<file path="src/rtl/ext_irq_pkg.sv">
package ext_irq_pkg;
  localparam int DATA_W = 32;
  localparam int ADDR_W = 3;

  typedef enum logic [ADDR_W-1:0] {
    REG_IMASK  = 3'd0,
    REG_EMASK  = 3'd1,
    REG_RISE   = 3'd2,
    REG_FALL   = 3'd3,
    REG_SWTRIG = 3'd4,
    REG_PEND   = 3'd5,
    REG_RSV6   = 3'd6,
    REG_RSV7   = 3'd7
  } reg_sel_e;
endpackage

</file>
<file path="src/rtl/ext_irq_sync.sv">
module ext_irq_sync #(
  parameter int N      = 23,
  parameter int STAGES = 2
) (
  input  logic         clk_i,
  input  logic         rst_ni,
  input  logic [N-1:0] async_i,
  output logic [N-1:0] sync_o
);
  logic [N-1:0] stg_q [STAGES];

  always_ff @(posedge clk_i or negedge rst_ni) begin
    if (!rst_ni) begin
      for (int s = 0; s < STAGES; s++) stg_q[s] <= '0;
    end else begin
      stg_q[0] <= async_i;
      for (int s = 1; s < STAGES; s++) stg_q[s] <= stg_q[s-1];
    end
  end

  assign sync_o = stg_q[STAGES-1];
endmodule

</file>
<file path="src/rtl/ext_irq_edge.sv">
module ext_irq_edge #(
  parameter int N = 23
) (
  input  logic         clk_i,
  input  logic         rst_ni,
  input  logic [N-1:0] sync_i,
  input  logic [N-1:0] rise_en_i,
  input  logic [N-1:0] fall_en_i,
  output logic [N-1:0] trig_o
);
  logic [N-1:0] prev_q;

  always_ff @(posedge clk_i or negedge rst_ni) begin
    if (!rst_ni) prev_q <= '0;
    else         prev_q <= sync_i;
  end

  for (genvar i = 0; i < N; i++) begin : g_line
    logic up, dn;
    assign up        = sync_i[i] & ~prev_q[i];
    assign dn        = ~sync_i[i] & prev_q[i];
    assign trig_o[i] = (up & rise_en_i[i]) | (dn & fall_en_i[i]);
  end

  // a trigger needs a level change since the previous cycle
  p_trig_needs_change_r7: assert property (@(posedge clk_i) disable iff (!rst_ni)
    (|trig_o) |-> (sync_i != $past(sync_i)));
  // no trigger on a line with neither select bit
  p_trig_unselected_r8: assert property (@(posedge clk_i) disable iff (!rst_ni)
    ((trig_o & ~(rise_en_i | fall_en_i)) == '0));
endmodule

</file>
<file path="src/rtl/ext_irq_regs.sv">
module ext_irq_regs
  import ext_irq_pkg::*;
#(
  parameter int N = 23
) (
  input  logic              clk_i,
  input  logic              rst_ni,
  input  logic              we_i,
  input  reg_sel_e          sel_i,
  input  logic [DATA_W-1:0] wdata_i,
  input  logic [N-1:0]      hw_trig_i,
  output logic [N-1:0]      imask_o,
  output logic [N-1:0]      rise_o,
  output logic [N-1:0]      fall_o,
  output logic [N-1:0]      pend_o,
  output logic [N-1:0]      rd_o,
  output logic              evt_o
);
  logic [N-1:0] imask_q, emask_q, rise_q, fall_q, pend_q;
  logic [N-1:0] wd, sw_set, clr, trig_all;
  logic         evt_q;

  assign wd       = wdata_i[N-1:0];
  assign sw_set   = (we_i && sel_i == REG_SWTRIG) ? wd : '0;
  assign clr      = (we_i && sel_i == REG_PEND)   ? wd : '0;
  assign trig_all = hw_trig_i | sw_set;

  if (N < DATA_W) begin : g_unused
    logic unused_wdata_hi;
    assign unused_wdata_hi = ^wdata_i[DATA_W-1:N];
  end

  always_ff @(posedge clk_i or negedge rst_ni) begin
    if (!rst_ni) begin
      imask_q <= '0;
      emask_q <= '0;
      rise_q  <= '0;
      fall_q  <= '0;
      pend_q  <= '0;
      evt_q   <= 1'b0;
    end else begin
      if (we_i) begin
        case (sel_i)
          REG_IMASK: imask_q <= wd;
          REG_EMASK: emask_q <= wd;
          REG_RISE:  rise_q  <= wd;
          REG_FALL:  fall_q  <= wd;
          default:   ;
        endcase
      end
      // set beats clear
      pend_q <= (pend_q & ~clr) | trig_all;
      evt_q  <= |(trig_all & emask_q);
    end
  end

  always_comb begin
    case (sel_i)
      REG_IMASK: rd_o = imask_q;
      REG_EMASK: rd_o = emask_q;
      REG_RISE:  rd_o = rise_q;
      REG_FALL:  rd_o = fall_q;
      REG_PEND:  rd_o = pend_q;
      default:   rd_o = '0;
    endcase
  end

  assign imask_o = imask_q;
  assign rise_o  = rise_q;
  assign fall_o  = fall_q;
  assign pend_o  = pend_q;
  assign evt_o   = evt_q;

  p_pend_set_r5: assert property (@(posedge clk_i) disable iff (!rst_ni)
    (|hw_trig_i) |=> ((pend_q & $past(hw_trig_i)) == $past(hw_trig_i)));
  p_clear_r10: assert property (@(posedge clk_i) disable iff (!rst_ni)
    (we_i && sel_i == REG_PEND && |(wd & ~hw_trig_i))
      |=> ((pend_q & $past(wd & ~hw_trig_i)) == '0));
  p_race_r11: assert property (@(posedge clk_i) disable iff (!rst_ni)
    (we_i && sel_i == REG_PEND && |(wd & hw_trig_i))
      |=> ((pend_q & $past(wd & hw_trig_i)) == $past(wd & hw_trig_i)));
  p_evt_src_r4: assert property (@(posedge clk_i) disable iff (!rst_ni)
    evt_o |-> $past(|emask_q));
endmodule

</file>
<file path="src/rtl/ext_irq_ctrl.sv">
module ext_irq_ctrl
  import ext_irq_pkg::*;
#(
  parameter int NUM_LINES   = 23,
  parameter int SYNC_STAGES = 2
) (
  input  logic                 clk_i,
  input  logic                 rst_ni,
  input  logic [NUM_LINES-1:0] lines_i,
  input  logic                 we_i,
  input  logic [ADDR_W-1:0]    addr_i,
  input  logic [DATA_W-1:0]    wdata_i,
  output logic [DATA_W-1:0]    rdata_o,
  output logic                 irq_o,
  output logic                 evt_o
);
  localparam int N = NUM_LINES;

  reg_sel_e     sel;
  logic [N-1:0] sync, trig, imask, rise, fall, pend, rd;

  assign sel = reg_sel_e'(addr_i);

  ext_irq_sync #(.N(N), .STAGES(SYNC_STAGES)) u_sync (
    .clk_i   (clk_i),
    .rst_ni  (rst_ni),
    .async_i (lines_i),
    .sync_o  (sync)
  );

  ext_irq_edge #(.N(N)) u_edge (
    .clk_i     (clk_i),
    .rst_ni    (rst_ni),
    .sync_i    (sync),
    .rise_en_i (rise),
    .fall_en_i (fall),
    .trig_o    (trig)
  );

  ext_irq_regs #(.N(N)) u_regs (
    .clk_i     (clk_i),
    .rst_ni    (rst_ni),
    .we_i      (we_i),
    .sel_i     (sel),
    .wdata_i   (wdata_i),
    .hw_trig_i (trig),
    .imask_o   (imask),
    .rise_o    (rise),
    .fall_o    (fall),
    .pend_o    (pend),
    .rd_o      (rd),
    .evt_o     (evt_o)
  );

  assign irq_o = |(pend & imask);

  if (N < DATA_W) begin : g_pad
    assign rdata_o = {{(DATA_W-N){1'b0}}, rd};
    p_upper_zero_r2: assert property (@(posedge clk_i) disable iff (!rst_ni)
      rdata_o[DATA_W-1:N] == '0);
  end else begin : g_full
    assign rdata_o = rd;
  end

  p_swtrig_rd_zero_r9: assert property (@(posedge clk_i) disable iff (!rst_ni)
    (addr_i == REG_SWTRIG) |-> (rdata_o == '0));
  p_irq_needs_pend_r3: assert property (@(posedge clk_i) disable iff (!rst_ni)
    $rose(irq_o) |-> (|pend));
endmodule

</file>
<file path="config.mk">
export PLATFORM = sky130hd
export DESIGN_NAME = ext_irq_ctrl
export DESIGN_NICKNAME = d
export VERILOG_FILES = /design/src/rtl/ext_irq_pkg.sv /design/src/rtl/ext_irq_sync.sv /design/src/rtl/ext_irq_edge.sv /design/src/rtl/ext_irq_regs.sv /design/src/rtl/ext_irq_ctrl.sv
export SDC_FILE = /design/constraint.sdc
export NUM_CORES = 1
export LEC_CHECK = 0
export ABC_AREA = 1
export BUFFER_PORTS_ARGS = -buffer_cell sky130_fd_sc_hd__buf_2
export CAP_MARGIN = 5
export CORE_ASPECT_RATIO = 1.25
export CORE_MARGIN = 2
export CORE_UTILIZATION = 50
export DETAILED_ROUTE_END_ITERATION = 7
export GPL_TIMING_DRIVEN = 1
export PLACE_DENSITY = 0.74
export SYNTH_ARGS = -nofsm -noshare
export SYNTH_HDL_FRONTEND = slang
export SYNTH_SLANG_ARGS = --single-unit
</file>
<file path="constraint.sdc">
create_clock -name clk_i -period 3.05 [get_ports clk_i]
set_input_delay 0.305 -clock clk_i [delete_from_list [all_inputs] [get_ports clk_i]]
set_output_delay 0.305 -clock clk_i [all_outputs]
set_load 0.05 [all_outputs]
</file>
==> flow_metrics.tcl <==
set metrics [dict create \
    status "completed" \
    ys_seq_elements 185 \
    synth_cell_types 29 \
    drt-pass1-iter-count 7 \
    antenna_found_initial 0 \
    period_share_pct 71.8 \
    min_period_ps 2190 \
    grt_max_degree 93 \
    cts-root-buf "clkbuf_16" \
    cp_num_buf_inv 3 \
    path_clk_slew_ps 70 \
    h-tree-depth 4 \
    wl_per_cell_um 16.1 \
    drive_gt1_share_pct 13.6 \
    core_area_um2 15100 \
    p_leak_nw 4.49 \
    fin_worst_skew_ps 4.97 \
    async_flop_share_pct 100 \
    num_vias 6406 \
    yosysWarningCount 0 \
    crit_top_cell "nand2_1" \
    rsz0062_at_grt "false" \
    grt_pass1_wl_um 31100 \
    cp.depth 9 \
    relSlewSlack_pct 44.5 \
    slowest_delay_ps 600 \
    worstSetupPathType "in2out" \
    stdcell_area_um2 9140 \
    crit_required_ps 2740 \
    crit_chain "buf_2, inv_2, nand2_1, nor2_4, nand2_1, nand2_1, a21oi_1, o211ai_1, buf_2" \
    setup_viol_count_final 0 \
    top_level_ports 95 \
    fill_cells 1310 \
    hold_violations 0 \
    endpoint_kind "primary output" \
    netlist_instances 869 \
    arrival_ps 1880 \
    diodes 0 \
    place_area_um2 8260 \
    ir_drop_mv 0.375 \
    p_total_mw 6.33 \
    place_inst 1128 \
    ant_nets 0 \
    grt_usage_pct 24.5 \
    cp_top_family "simple AND/OR/NAND/NOR gates" \
    first_global_vias 6103 \
    cts_tree "built" \
    rows 50 \
    port_buffers 76 \
    routabilityCongestion 0.828 \
    tns_ps 0 \
    cts.sinks 185 \
    fin_cells 1184 \
    maxSlewViolCount 0 \
    dieWidth_um 116 \
    worst_setup_path_start_kind "input pin" \
    cp_max_fo 21 \
    syn_avg_cell_area_um2 8.94 \
    syn2layout_area_growth_pct 17.6 \
    synth_edf_count 0 \
    vias_per_cell 5.41 \
    slowest_stage "nor2_4" \
    drcViolationCount 0 \
    layout.nets 1024 \
    floorplan.die.height_um 143 \
    rr_worst_depth 10 \
    overflow 0 \
    die_area_um2 16600 \
    clk_path_buf_depth 2 \
    start_util_pct 51.6 \
    hold_depth 3 \
    worst_pin_slew_ps 830 \
    hold_path.class "in2reg" \
    drt_wl_total_um 19000 \
    clk_latency_ps 430 \
    drt_iter0_markers 691 \
    whs_ps 171 \
    place_hpwl_um 11600 \
    synthFlopType "dfrtp_1" \
    fmax_mhz 457 \
    syn_area_um2 7770 \
    maxCapViolations 0 \
    powerDensity_nw_per_um2 693 \
    cts_buffers 17 \
    ys_seq_area_share_pct 59.6 \
]
[report_power, final]
group          internal [mW]  switching, mW
clock                   1.40          0.949
sequential              2.77          0.245
combinational          0.313          0.657
[stage by stage]
step                      setup WS [ps]  util [%]
after global routing                767      60.6
after CTS                           864      60.6
after floorplan                    1380         -
final                               861      60.6
after detailed placement            868      54.8
after global placement              868      54.8
[synthesized netlist by cell type (4+ instances only)]
cell	number	area, um2
a21oi_1	4	20.0
a221oi_1	10	87.6
a22oi_1	10	75.1
buf_2	19	95.1
buf_4	12	90.1
buf_6	5	56.3
dfrtp_1	185	4630
inv_1	51	191
inv_2	6	22.5
nand2_1	313	1170
nand3_1	51	255
nand3b_1	10	75.1
nand4_1	20	125
nor2_1	30	113
o21ai_0	102	510
o21ai_1	19	95.1
[worst register-to-register path: cells and delay by family (launching register included)]
family / cells / cell delay (ps)
flops: 1 / 400
simple gates: 10 / 850
[kinds of logic (layout without fill, tap and decap cells)]
logic type,after synthesis,in the layout,share of synthesized area (%)
AND/OR/NAND/NOR,435,435,23.6
flip-flops,185,185,59.6
AO/OA/AOI/OAI,149,149,10.5
buffers and inverters,99,198,6.21
other,1,9,0.0482
[layout make-up]
type                       count  area (um2)  share of cell area, %
clock inverter                14         196                   2.15
sequential                   185        4630                   50.7
timing repair buffer         108         702                   7.68
tap                          208         260                   2.85
inverter                      58         220                   2.41
clock buffer                  18         439                   4.81
multi-input combinational    593        2690                   29.4
[path summary, 6_finish.rpt]
path,from,endpoint,slack (ps)
max,addr_i[0],rdata_o[1],860
min,wdata_i[20],u_regs.pend_o[20],170
max reg2reg,u_regs.rise_o[2],u_regs.evt_o,1680
min reg2reg,u_sync.stg_q[39],u_sync.sync_o[16],350
max in group asynchronous,rst_ni,u_regs.pend_o[11],1760
min in group asynchronous,rst_ni,u_sync.stg_q[45],500
[cell usage in the layout (no fill, tap or decap), drive strengths merged, types with 19 or more instances in the layout]
| master | n |
|---|---|
| nand4 | 20 |
| dlygate4sd3 | 24 |
| nor2 | 33 |
| dfrtp | 185 |
| nand2 | 318 |
| nand3 | 53 |
| clkbuf | 19 |
| o21ai | 121 |
| buf | 83 |
| inv | 60 |
[registers in the layout, indices dropped and copies added, names as in the netlist]
name            flops
u_regs.rise_o      23
u_sync.sync_o      23
u_regs.pend_o      23
u_regs.emask_q     23
u_sync.stg_q       23
u_regs.imask_o     23
u_edge.prev_q      23
u_regs.evt_o        1
u_regs.fall_o      23
[per-layer routing]
layer	track usage (%)	vias to the layer above	share of wire [%]
met4	8.24	0	1.9
met3	5.23	34	6.5
met2	38.9	241	48
met5	0	-	0
met1	33.6	3119	44
li1	-	3012	-
[timing repair]
item	4_1_cts	5_1_grt
setup buffers	0	0
hold endpoints to repair	112	0
resized for setup	0	0
hold buffers	24	0
Power figures use the tool's default switching activity.
